$ cat src/rtl/kbm_wake_pkg.sv
package kbm_wake_pkg;
  localparam int NUM_SRC  = 4;
  localparam int ADDR_W   = 3;
  localparam int DATA_W   = 8;
  localparam int SRC_KIRQ = 0;
  localparam int SRC_MIRQ = 1;
  localparam int SRC_KDAT = 2;
  localparam int SRC_MDAT = 3;
  localparam int IRQ_MSB  = SRC_MIRQ;

  localparam logic [ADDR_W-1:0] A_STATUS = 3'd0;
  localparam logic [ADDR_W-1:0] A_ENABLE = 3'd1;
  localparam logic [ADDR_W-1:0] A_GLOBAL = 3'd2;
  localparam logic [ADDR_W-1:0] A_ISO    = 3'd3;
  localparam logic [ADDR_W-1:0] A_KBCCFG = 3'd4;

  localparam int ISO_MS_BIT  = 6;
  localparam int ISO_KBD_BIT = 5;
  localparam int KBC_RST_BIT = 6;
endpackage

$ cat src/rtl/kbm_edge_det.sv
module kbm_edge_det #(
  parameter int SYNC_STAGES = 2
) (
  input  logic clk_i,
  input  logic rst_ni,
  input  logic dat_i,
  output logic fall_o
);
  localparam int SH_W = SYNC_STAGES + 1;

  logic [SH_W-1:0] sh_q;

  // idle-high reset avoids a false edge out of reset
  always_ff @(posedge clk_i or negedge rst_ni) begin
    if (!rst_ni) sh_q <= '1;
    else         sh_q <= {sh_q[SH_W-2:0], dat_i};
  end

  assign fall_o = sh_q[SH_W-1] & ~sh_q[SH_W-2];

  AST_FALL_SINGLE: assert property (@(posedge clk_i) disable iff (!rst_ni)
    fall_o |=> !fall_o);
endmodule

$ cat src/rtl/kbm_iso_gate.sv
module kbm_iso_gate #(
  parameter int LANES = 2
) (
  input  logic             block_i,
  input  logic [LANES-1:0] line_i,
  output logic [LANES-1:0] line_o
);
  for (genvar g = 0; g < LANES; g++) begin : g_lane
    assign line_o[g] = block_i ? 1'b1 : line_i[g];
  end
endmodule

$ cat src/rtl/kbm_wake_status.sv
module kbm_wake_status
  import kbm_wake_pkg::*;
(
  input  logic               clk_i,
  input  logic               rst_ni,
  input  logic               vcc_good_i,
  input  logic [NUM_SRC-1:0] set_i,
  input  logic [NUM_SRC-1:0] clr_i,
  input  logic [NUM_SRC-1:0] en_i,
  input  logic               gen_i,
  output logic [NUM_SRC-1:0] status_o,
  output logic               wake_o
);
  logic [NUM_SRC-1:0] st_q, st_d, set_eff;

  always_comb begin
    set_eff = set_i;
    if (!vcc_good_i) set_eff[IRQ_MSB:0] = '0;
    st_d = (st_q & ~clr_i) | set_eff;
    if (!vcc_good_i) st_d[IRQ_MSB:0] = '0;
  end

  always_ff @(posedge clk_i or negedge rst_ni) begin
    if (!rst_ni) st_q <= '0;
    else         st_q <= st_d;
  end

  assign status_o = st_q;
  assign wake_o   = gen_i & |(st_q & en_i);

  AST_IRQ_DROP: assert property (@(posedge clk_i) disable iff (!rst_ni)
    !vcc_good_i |=> (st_q[IRQ_MSB:0] == '0));
  AST_WAKE_GLOBAL: assert property (@(posedge clk_i) disable iff (!rst_ni)
    wake_o |-> gen_i);

  for (genvar k = 0; k < NUM_SRC; k++) begin : g_chk
    if (k <= IRQ_MSB) begin : g_irq
      AST_IRQ_SET: assert property (@(posedge clk_i) disable iff (!rst_ni)
        set_i[k] && vcc_good_i |=> st_q[k]);
      AST_IRQ_STICKY: assert property (@(posedge clk_i) disable iff (!rst_ni)
        st_q[k] && !clr_i[k] && vcc_good_i |=> st_q[k]);
    end else begin : g_edge
      AST_EDGE_SET: assert property (@(posedge clk_i) disable iff (!rst_ni)
        set_i[k] |=> st_q[k]);
      AST_EDGE_STICKY: assert property (@(posedge clk_i) disable iff (!rst_ni)
        st_q[k] && !clr_i[k] |=> st_q[k]);
    end
  end
endmodule

$ cat src/rtl/kbm_wake_regs.sv
module kbm_wake_regs
  import kbm_wake_pkg::*;
(
  input  logic               clk_i,
  input  logic               rst_ni,
  input  logic               we_i,
  input  logic [ADDR_W-1:0]  addr_i,
  input  logic [DATA_W-1:0]  wdata_i,
  output logic [DATA_W-1:0]  rdata_o,
  input  logic [NUM_SRC-1:0] status_i,
  output logic [NUM_SRC-1:0] clr_o,
  output logic [NUM_SRC-1:0] en_o,
  output logic               gen_o,
  output logic               kbd_iso_o,
  output logic               ms_iso_o,
  output logic               kbc_rst_o
);
  logic [NUM_SRC-1:0] en_q;
  logic gen_q, kiso_q, miso_q, krst_q;

  always_ff @(posedge clk_i or negedge rst_ni) begin
    if (!rst_ni) begin
      en_q   <= '0;
      gen_q  <= 1'b0;
      kiso_q <= 1'b0;
      miso_q <= 1'b0;
      krst_q <= 1'b0;
    end else if (we_i) begin
      unique case (addr_i)
        A_ENABLE: en_q  <= wdata_i[NUM_SRC-1:0];
        A_GLOBAL: gen_q <= wdata_i[0];
        A_ISO: begin
          kiso_q <= wdata_i[ISO_KBD_BIT];
          miso_q <= wdata_i[ISO_MS_BIT];
        end
        A_KBCCFG: krst_q <= wdata_i[KBC_RST_BIT];
        default: ;
      endcase
    end
  end

  assign clr_o = (we_i && addr_i == A_STATUS) ? wdata_i[NUM_SRC-1:0] : '0;

  always_comb begin
    rdata_o = '0;
    unique case (addr_i)
      A_STATUS: rdata_o[NUM_SRC-1:0] = status_i;
      A_ENABLE: rdata_o[NUM_SRC-1:0] = en_q;
      A_GLOBAL: rdata_o[0]           = gen_q;
      A_ISO: begin
        rdata_o[ISO_KBD_BIT] = kiso_q;
        rdata_o[ISO_MS_BIT]  = miso_q;
      end
      A_KBCCFG: rdata_o[KBC_RST_BIT] = krst_q;
      default: ;
    endcase
  end

  assign en_o      = en_q;
  assign gen_o     = gen_q;
  assign kbd_iso_o = kiso_q;
  assign ms_iso_o  = miso_q;
  assign kbc_rst_o = krst_q;

  AST_KBC_RST_HOLD: assert property (@(posedge clk_i) disable iff (!rst_ni)
    !(we_i && addr_i == A_KBCCFG) |=> $stable(kbc_rst_o));
endmodule

$ cat src/rtl/kbm_wake_ctrl.sv
module kbm_wake_ctrl
  import kbm_wake_pkg::*;
#(
  parameter int SYNC_STAGES = 2
) (
  input  logic              clk_i,
  input  logic              rst_ni,
  input  logic              vcc_good_i,
  input  logic              kbd_irq_i,
  input  logic              ms_irq_i,
  input  logic              kbd_clk_i,
  input  logic              kbd_dat_i,
  input  logic              ms_clk_i,
  input  logic              ms_dat_i,
  output logic              kbd_clk_o,
  output logic              kbd_dat_o,
  output logic              ms_clk_o,
  output logic              ms_dat_o,
  output logic              kbc_rst_o,
  output logic              wake_o,
  input  logic              reg_we_i,
  input  logic [ADDR_W-1:0] reg_addr_i,
  input  logic [DATA_W-1:0] reg_wdata_i,
  output logic [DATA_W-1:0] reg_rdata_o
);
  logic [NUM_SRC-1:0] set_w, clr_w, en_w, status_w;
  logic gen_w, kiso_w, miso_w, kfall_w, mfall_w;

  // wake path taps connector-side data, ahead of the isolation gates
  kbm_edge_det #(.SYNC_STAGES(SYNC_STAGES)) u_kdat_edge (
    .clk_i(clk_i), .rst_ni(rst_ni), .dat_i(kbd_dat_i), .fall_o(kfall_w));
  kbm_edge_det #(.SYNC_STAGES(SYNC_STAGES)) u_mdat_edge (
    .clk_i(clk_i), .rst_ni(rst_ni), .dat_i(ms_dat_i), .fall_o(mfall_w));

  always_comb begin
    set_w           = '0;
    set_w[SRC_KIRQ] = kbd_irq_i;
    set_w[SRC_MIRQ] = ms_irq_i;
    set_w[SRC_KDAT] = kfall_w;
    set_w[SRC_MDAT] = mfall_w;
  end

  kbm_wake_status u_status (
    .clk_i(clk_i), .rst_ni(rst_ni), .vcc_good_i(vcc_good_i),
    .set_i(set_w), .clr_i(clr_w), .en_i(en_w), .gen_i(gen_w),
    .status_o(status_w), .wake_o(wake_o));

  kbm_wake_regs u_regs (
    .clk_i(clk_i), .rst_ni(rst_ni), .we_i(reg_we_i), .addr_i(reg_addr_i),
    .wdata_i(reg_wdata_i), .rdata_o(reg_rdata_o), .status_i(status_w),
    .clr_o(clr_w), .en_o(en_w), .gen_o(gen_w), .kbd_iso_o(kiso_w),
    .ms_iso_o(miso_w), .kbc_rst_o(kbc_rst_o));

  kbm_iso_gate #(.LANES(2)) u_kbd_gate (
    .block_i(kiso_w), .line_i({kbd_clk_i, kbd_dat_i}),
    .line_o({kbd_clk_o, kbd_dat_o}));
  kbm_iso_gate #(.LANES(2)) u_ms_gate (
    .block_i(miso_w), .line_i({ms_clk_i, ms_dat_i}),
    .line_o({ms_clk_o, ms_dat_o}));

  AST_MS_ISO_IDLE: assert property (@(posedge clk_i) disable iff (!rst_ni)
    miso_w |-> ms_clk_o && ms_dat_o);
  AST_KBD_ISO_IDLE: assert property (@(posedge clk_i) disable iff (!rst_ni)
    kiso_w |-> kbd_clk_o && kbd_dat_o);
  AST_EDGE_UNDER_ISO: assert property (@(posedge clk_i) disable iff (!rst_ni)
    kfall_w |=> status_w[SRC_KDAT]);
endmodule

$ cat config.mk
export PLATFORM = sky130hd
export DESIGN_NAME = kbm_wake_ctrl
export DESIGN_NICKNAME = d
export VERILOG_FILES = /design/src/rtl/kbm_wake_pkg.sv /design/src/rtl/kbm_edge_det.sv /design/src/rtl/kbm_iso_gate.sv /design/src/rtl/kbm_wake_status.sv /design/src/rtl/kbm_wake_regs.sv /design/src/rtl/kbm_wake_ctrl.sv
export SDC_FILE = /design/constraint.sdc
export NUM_CORES = 1
export LEC_CHECK = 0
export BUFFER_PORTS_ARGS = -buffer_cell sky130_fd_sc_hd__buf_4
export CAP_MARGIN = 5
export CORE_MARGIN = 2
export CORE_UTILIZATION = 47
export CTS_CLUSTER_SIZE = 25
export DETAILED_ROUTE_END_ITERATION = 16
export GPL_TIMING_DRIVEN = 0
export HOLD_SLACK_MARGIN = 0.1
export PLACE_DENSITY_LB_ADDON = 0.08
export SLEW_MARGIN = 10
export SYNTH_ARGS = -nofsm -noshare
export SYNTH_HDL_FRONTEND = slang
export SYNTH_SLANG_ARGS = --single-unit
$ cat constraint.sdc
create_clock -name clk_i -period 1.1 [get_ports clk_i]
set_input_delay 0.055 -clock clk_i [delete_from_list [all_inputs] [get_ports clk_i]]
set_output_delay 0.055 -clock clk_i [all_outputs]
set_load 0.01 [all_outputs]
---- After elaboration in Yosys (flattened, before gate mapping) ----
Index checks and enable logic that the tools add are counted.
operators by class
  multiplexer cells ....................... 11
  bitwise logic cells ..................... 9
  div/mod/pow operators ................... 0
  order comparisons ....................... 0
  equal/unequal tests ..................... 4
  add/subtract/negate cells ............... 0
  shift operators ......................... 0
  reductions and logical operators ........ 7
  multipliers ............................. 0
operator list
  operator                                                          number
  4-bit AND                                                         2
  2-bit AND reduction                                               4
  3-bit by 2-bit == test with 1-bit output (second input constant)  2
  3-bit case mux with 2 select lines                                1
  1-bit 2-to-1 mux                                                  5
  2-bit 2-to-1 mux                                                  2
  4-bit 2-to-1 mux                                                  1
  4-bit NOT                                                         1
  4-bit OR                                                          1
  4-bit OR reduction                                                1
  1-bit AND                                                         3
  3-bit by 1-bit == test with 1-bit output (second input constant)  1
  3-bit == test (second input constant)                             1
  3-bit logical NOT                                                 1
  1-bit case mux with 3 select lines                                1
  1-bit NOT                                                         2
  1-bit case mux with 2 select lines                                1
  1-bit logical AND                                                 1
word-level totals
  word-level logic and storage cells ...... 39
  memories ................................ 0
  output and inout port bits .............. 14
  bits in read-only memories .............. 0
  input port bits ......................... 21
  memory bits (writable) .................. 0
  flip-flop bits (word level) ............. 18
  bits in latches ......................... 0

---- Depth between registers and ports, before layout ----
  word-level depth ........................ 7
  mapped depth ............................ 4
  depth with buffers taken out ............ 3

---- Hierarchy ----
A second synthesis with hierarchy kept.
second synthesis, totals
  cells, all modules ...................... 73
  area, all modules ....................... 908.4 um2
by module, submodules not included
  module           cells each  instances  area each (um2)
  kbm_wake_regs    46          1          525.5
  kbm_edge_det     4           2          92.6
  kbm_wake_status  15          1          172.7
  kbm_iso_gate     2           2          12.5

---- Worst setup path after synthesis ----
Ideal clock, no wire load.
  kind .................................... input to register
  start point ............................. in reg_addr_i[1]
  end point ............................... reg u_regs.krst_q, in the netlist u_regs.kbc_rst_o
  required time ........................... 0.975 ns
  setup slack ............................. 0.171 ns
  stages .................................. 3
  setup time .............................. 0.125 ns
  arrival time ............................ 0.804 ns
  path through ............................ buf_6 > nor4bb_1 > mux2_2
between the ends
  word-level cells in the longest chain between the ends .. 2
ends and longest elaborated chain
  item                                  line                 RTL
  from (decl)                           kbm_wake_ctrl.sv:22  input logic [ADDR_W-1:0] reg_addr_i,
  3-bit == test                         kbm_wake_regs.sv:29  unique case (addr_i)
  2-bit AND reduction (no source line)  n/a
  to (signal assigned)                  kbm_wake_regs.sv:36  A_KBCCFG: krst_q <= wdata_i[KBC_RST_BIT];
  to (decl)                             kbm_wake_regs.sv:19  logic gen_q, kiso_q, miso_q, krst_q;
No other way between the ends.
A chain may end at the register's enable or synchronous reset.

---- Worst setup path after layout ----
  start point ............................. reg u_status.st_q[0], in the netlist u_status.status_o[0]
  end point ............................... out reg_rdata_o[0]
between the ends
  word-level cells in the longest chain between the ends .. 1
ends and longest elaborated chain
  item                                line                   RTL
  from (decl)                         kbm_wake_status.sv:14  logic [NUM_SRC-1:0] st_q, st_d, set_eff;
  from (signal assigned)              kbm_wake_status.sv:25  else st_q <= st_d;
  1-bit case mux with 3 select lines  kbm_wake_regs.sv:46    unique case (addr_i)
  to (decl)                           kbm_wake_ctrl.sv:24    output logic [DATA_W-1:0] reg_rdata_o
No other way between the ends.

==> impl_metrics.env <==
export IMPL_synthTopCellsByArea="dfrtp_1 33%, dfstp_2 18%, mux2_2 6.3%"
export IMPL_critical_path_slowest_cell="dfrtp_1"
export IMPL_die_h_um=47.8
export IMPL_core_rowCount=15
export IMPL_finalHoldViolCount=0
export IMPL_rsz0062_at_grt="true"
export IMPL_reg2reg_depth=2
export IMPL_synthToLayoutAreaGrowth_pct=56.2
export IMPL_grt_ovfl_total=0
export IMPL_cp_max_fo=3
export IMPL_cap_violations=0
export IMPL_gp_congestion=0.779
export IMPL_power_leakage_uw=0.000665
export IMPL_synthCells=71
export IMPL_async_reset_ff_share_pct=100
export IMPL_synth_avg_cell_area_sq_um=12.7
export IMPL_via_count=724
export IMPL_synth_largest_area_cell="dfrtp_1"
export IMPL_max_freq_mhz=772
export IMPL_cts_tree="yes"
export IMPL_die_area_sq_um=2280
export IMPL_dpl_hpwl_um=1330
export IMPL_p_per_area_nw_per_um2=1250
export IMPL_track_usage_pct=18.5
export IMPL_endpoint_kind="output pin"
export IMPL_ys_flop_type="dfrtp_1"
export IMPL_worstHoldPathType="in -> async"
export IMPL_cts_buffers=3
export IMPL_clock_latency_ps=290
export IMPL_slowest_delay_ps=390
export IMPL_stdcell_area_sq_um=1410
export IMPL_antenna_found_initial=0
export IMPL_holdWs_ps=161
export IMPL_first_pass_iters=4
export IMPL_port_buffer_count=29
export IMPL_violations="setup timing"
export IMPL_synth_most_common_cell="dfrtp_1"
export IMPL_r2r_start="u_regs.kbd_iso_o"
export IMPL_drc=0
export IMPL_crit_arrival_ps=1240
export IMPL_peakVddDrop_v=0.00102
export IMPL_clockBufferDepth=2
export IMPL_worst_ep_required_time_ps=1040
export IMPL_grt_max_degree=19
export IMPL_post_route_min_period_ps=1300
export IMPL_synth_common_cells="12 x dfrtp_1, 6 x dfstp_2, 5 x mux2_2, 4 x inv_1, 4 x or2_2"
export IMPL_worst_setup_path_type="reg -> out"
export IMPL_finalWirelength_um=2020
export IMPL_h_tree_depth=1
export IMPL_core_area_sq_um=1760
export IMPL_drive_gt1_share_pct=58.7
export IMPL_fin_setup_tns_ps=-735
export IMPL_finalSetupViolations=11
export IMPL_vias_per_cell=4.96
export IMPL_ant_nets=0
export IMPL_numClockSinks=18
export IMPL_path_clk_slew_ps=110
export IMPL_synth_warnings=0
export IMPL_synth_top_area_share_pct=33.3
export IMPL_initial_utilization_pct=51.1
export IMPL_r2r_setup_slack_ps=180
export IMPL_wl_per_cell_um=13.8
export IMPL_syn_area_sq_um=901
export IMPL_drv_slew=0
export IMPL_die_x_um=47.8
export IMPL_skew_ps=7.90
export IMPL_dpl_cell_area_sq_um=1150
export IMPL_antenna_cells=0
export IMPL_crit_path_start_kind="register"
export IMPL_ys_ff_latch=18
export IMPL_ios=35
export IMPL_cp_cell_sequence="nor2b_4 > a211oi_2 > a211oi_2 > buf_4"
export IMPL_finalCritPeriodShare_pct=118
export IMPL_nets=143
export IMPL_layout_setup_ws_ps=-196
export IMPL_ys_types=28
export IMPL_drt_initial_drc_count=5
export IMPL_synth_edf_count=0
export IMPL_outcome="complete, but fails checks"
export IMPL_cts_root_buf="clkbuf_4"
export IMPL_ys_seq_area_share_pct=50.8
export IMPL_reg2reg_to="u_regs.kbd_iso_o"
export IMPL_grt_pass1_wl_um=2910
export IMPL_grt_pass1_vias=704
export IMPL_cp_common_cell="a211oi_2"
==> flip-flops by register name (all words and copies together), names as in the netlist <==
register,cells
u_kdat_edge.sh_q,3
u_mdat_edge.sh_q,3
u_regs.en_o,4
u_regs.gen_o,1
u_regs.kbc_rst_o,1
u_regs.kbd_iso_o,1
u_regs.ms_iso_o,1
u_status.status_o,4
==> metal layers <==
layer,share of wire [%],vias to the layer above,track usage (%)
met2,52,29,32.3
met3,5.2,4,4.15
li1,-,352,-
met5,0,-,0
met4,1.2,0,5.95
met1,41,339,22.5
==> final cells by class <==
type                       count  area (sq um)
clock buffer                   4          36.3
sequential                    18           458
buffer                         5          48.8
timing repair buffer          45           394
tap                           25          31.3
multi-input combinational     45           424
fill                         123           357
inverter                       4          15.0
==> worst max path at each step <==
stage | start | endpoint | depth (start not counted) | slack (ps)
floorplan | reg_addr_i[1] | u_regs.kbc_rst_o | 3 | 170
global placement | reg_addr_i[1] | u_regs.kbc_rst_o | 4 | -0.3
detailed placement | reg_addr_i[1] | u_regs.kbc_rst_o | 4 | -20
CTS | u_status.status_o[0] | reg_rdata_o[0] | 4 | -170
global route | u_status.status_o[0] | reg_rdata_o[0] | 4 | -260
finish | u_status.status_o[0] | reg_rdata_o[0] | 4 | -200
==> where the power goes <==
| part | internal, uW | switching (uW) |
|---|---|---|
| Combinational | 338 | 188 |
| Clock | 201 | 202 |
| Sequential | 756 | 73.7 |
==> worst max-delay path, delay by kind of cell, from the launching register on <==
kind	cells	cell delay (ps)
flops	1	390
compound gates	2	240
simple gates	1	180
buf+inv	1	140
==> cell usage in the layout (no fill, tap or decap), drive strengths merged <==
| master | synthesis | final |
|---|---|---|
| a22oi | 2 | 2 |
| and4bb | 1 | 1 |
| and2 | 1 | 1 |
| nor4bb | 2 | 2 |
| a22o | 2 | 2 |
| a211oi | 2 | 2 |
| clkbuf | 0 | 4 |
| conb | 1 | 2 |
| nor4b | 1 | 1 |
| dfrtp | 12 | 12 |
| nand2b | 1 | 1 |
| mux2i | 3 | 3 |
| buf | 5 | 38 |
| o21ai | 2 | 2 |
| a21boi | 1 | 1 |
| nor3 | 4 | 4 |
| inv | 4 | 4 |
| dfstp | 6 | 6 |
| a31oi | 2 | 2 |
| mux2 | 8 | 8 |
| nand2 | 4 | 4 |
| nor2b | 1 | 1 |
| a21o | 1 | 1 |
| dlygate4sd3 | 0 | 12 |
| or2 | 4 | 4 |
| and3b | 1 | 1 |
==> timing repair <==
item                       in CTS  in global routing
gates resized for setup         9                 10
hold buffers                   12                  0
setup buffers                   2                  2
setup endpoints to repair      10                 11
hold endpoints to repair       32                  0
pin swaps                       6                  3
==> stage by stage <==
stage | setup slack (ps) | cells | utilization (%) | power, uW
after floorplan | 171 | 72 | - | 1040
after global placement | -0.331 | 126 | 65.4 | 1220
after detailed placement | -22.7 | 126 | 65.4 | 1240
after CTS | -170 | 144 | 76.5 | 1720
after global routing | -257 | 146 | 79.8 | 1850
final | -196 | 146 | 79.8 | 1760
==> logic make-up after synthesis <==
kind of cell	count (synthesis)	share of synthesized area, %
simple gates	20	17.6
other cells	1	0.416
flops	18	50.8
buf+inv	9	7.08
mux	11	14.6
compound gates	12	9.44
No activity file was read; power rests on OpenSTA's default activity.
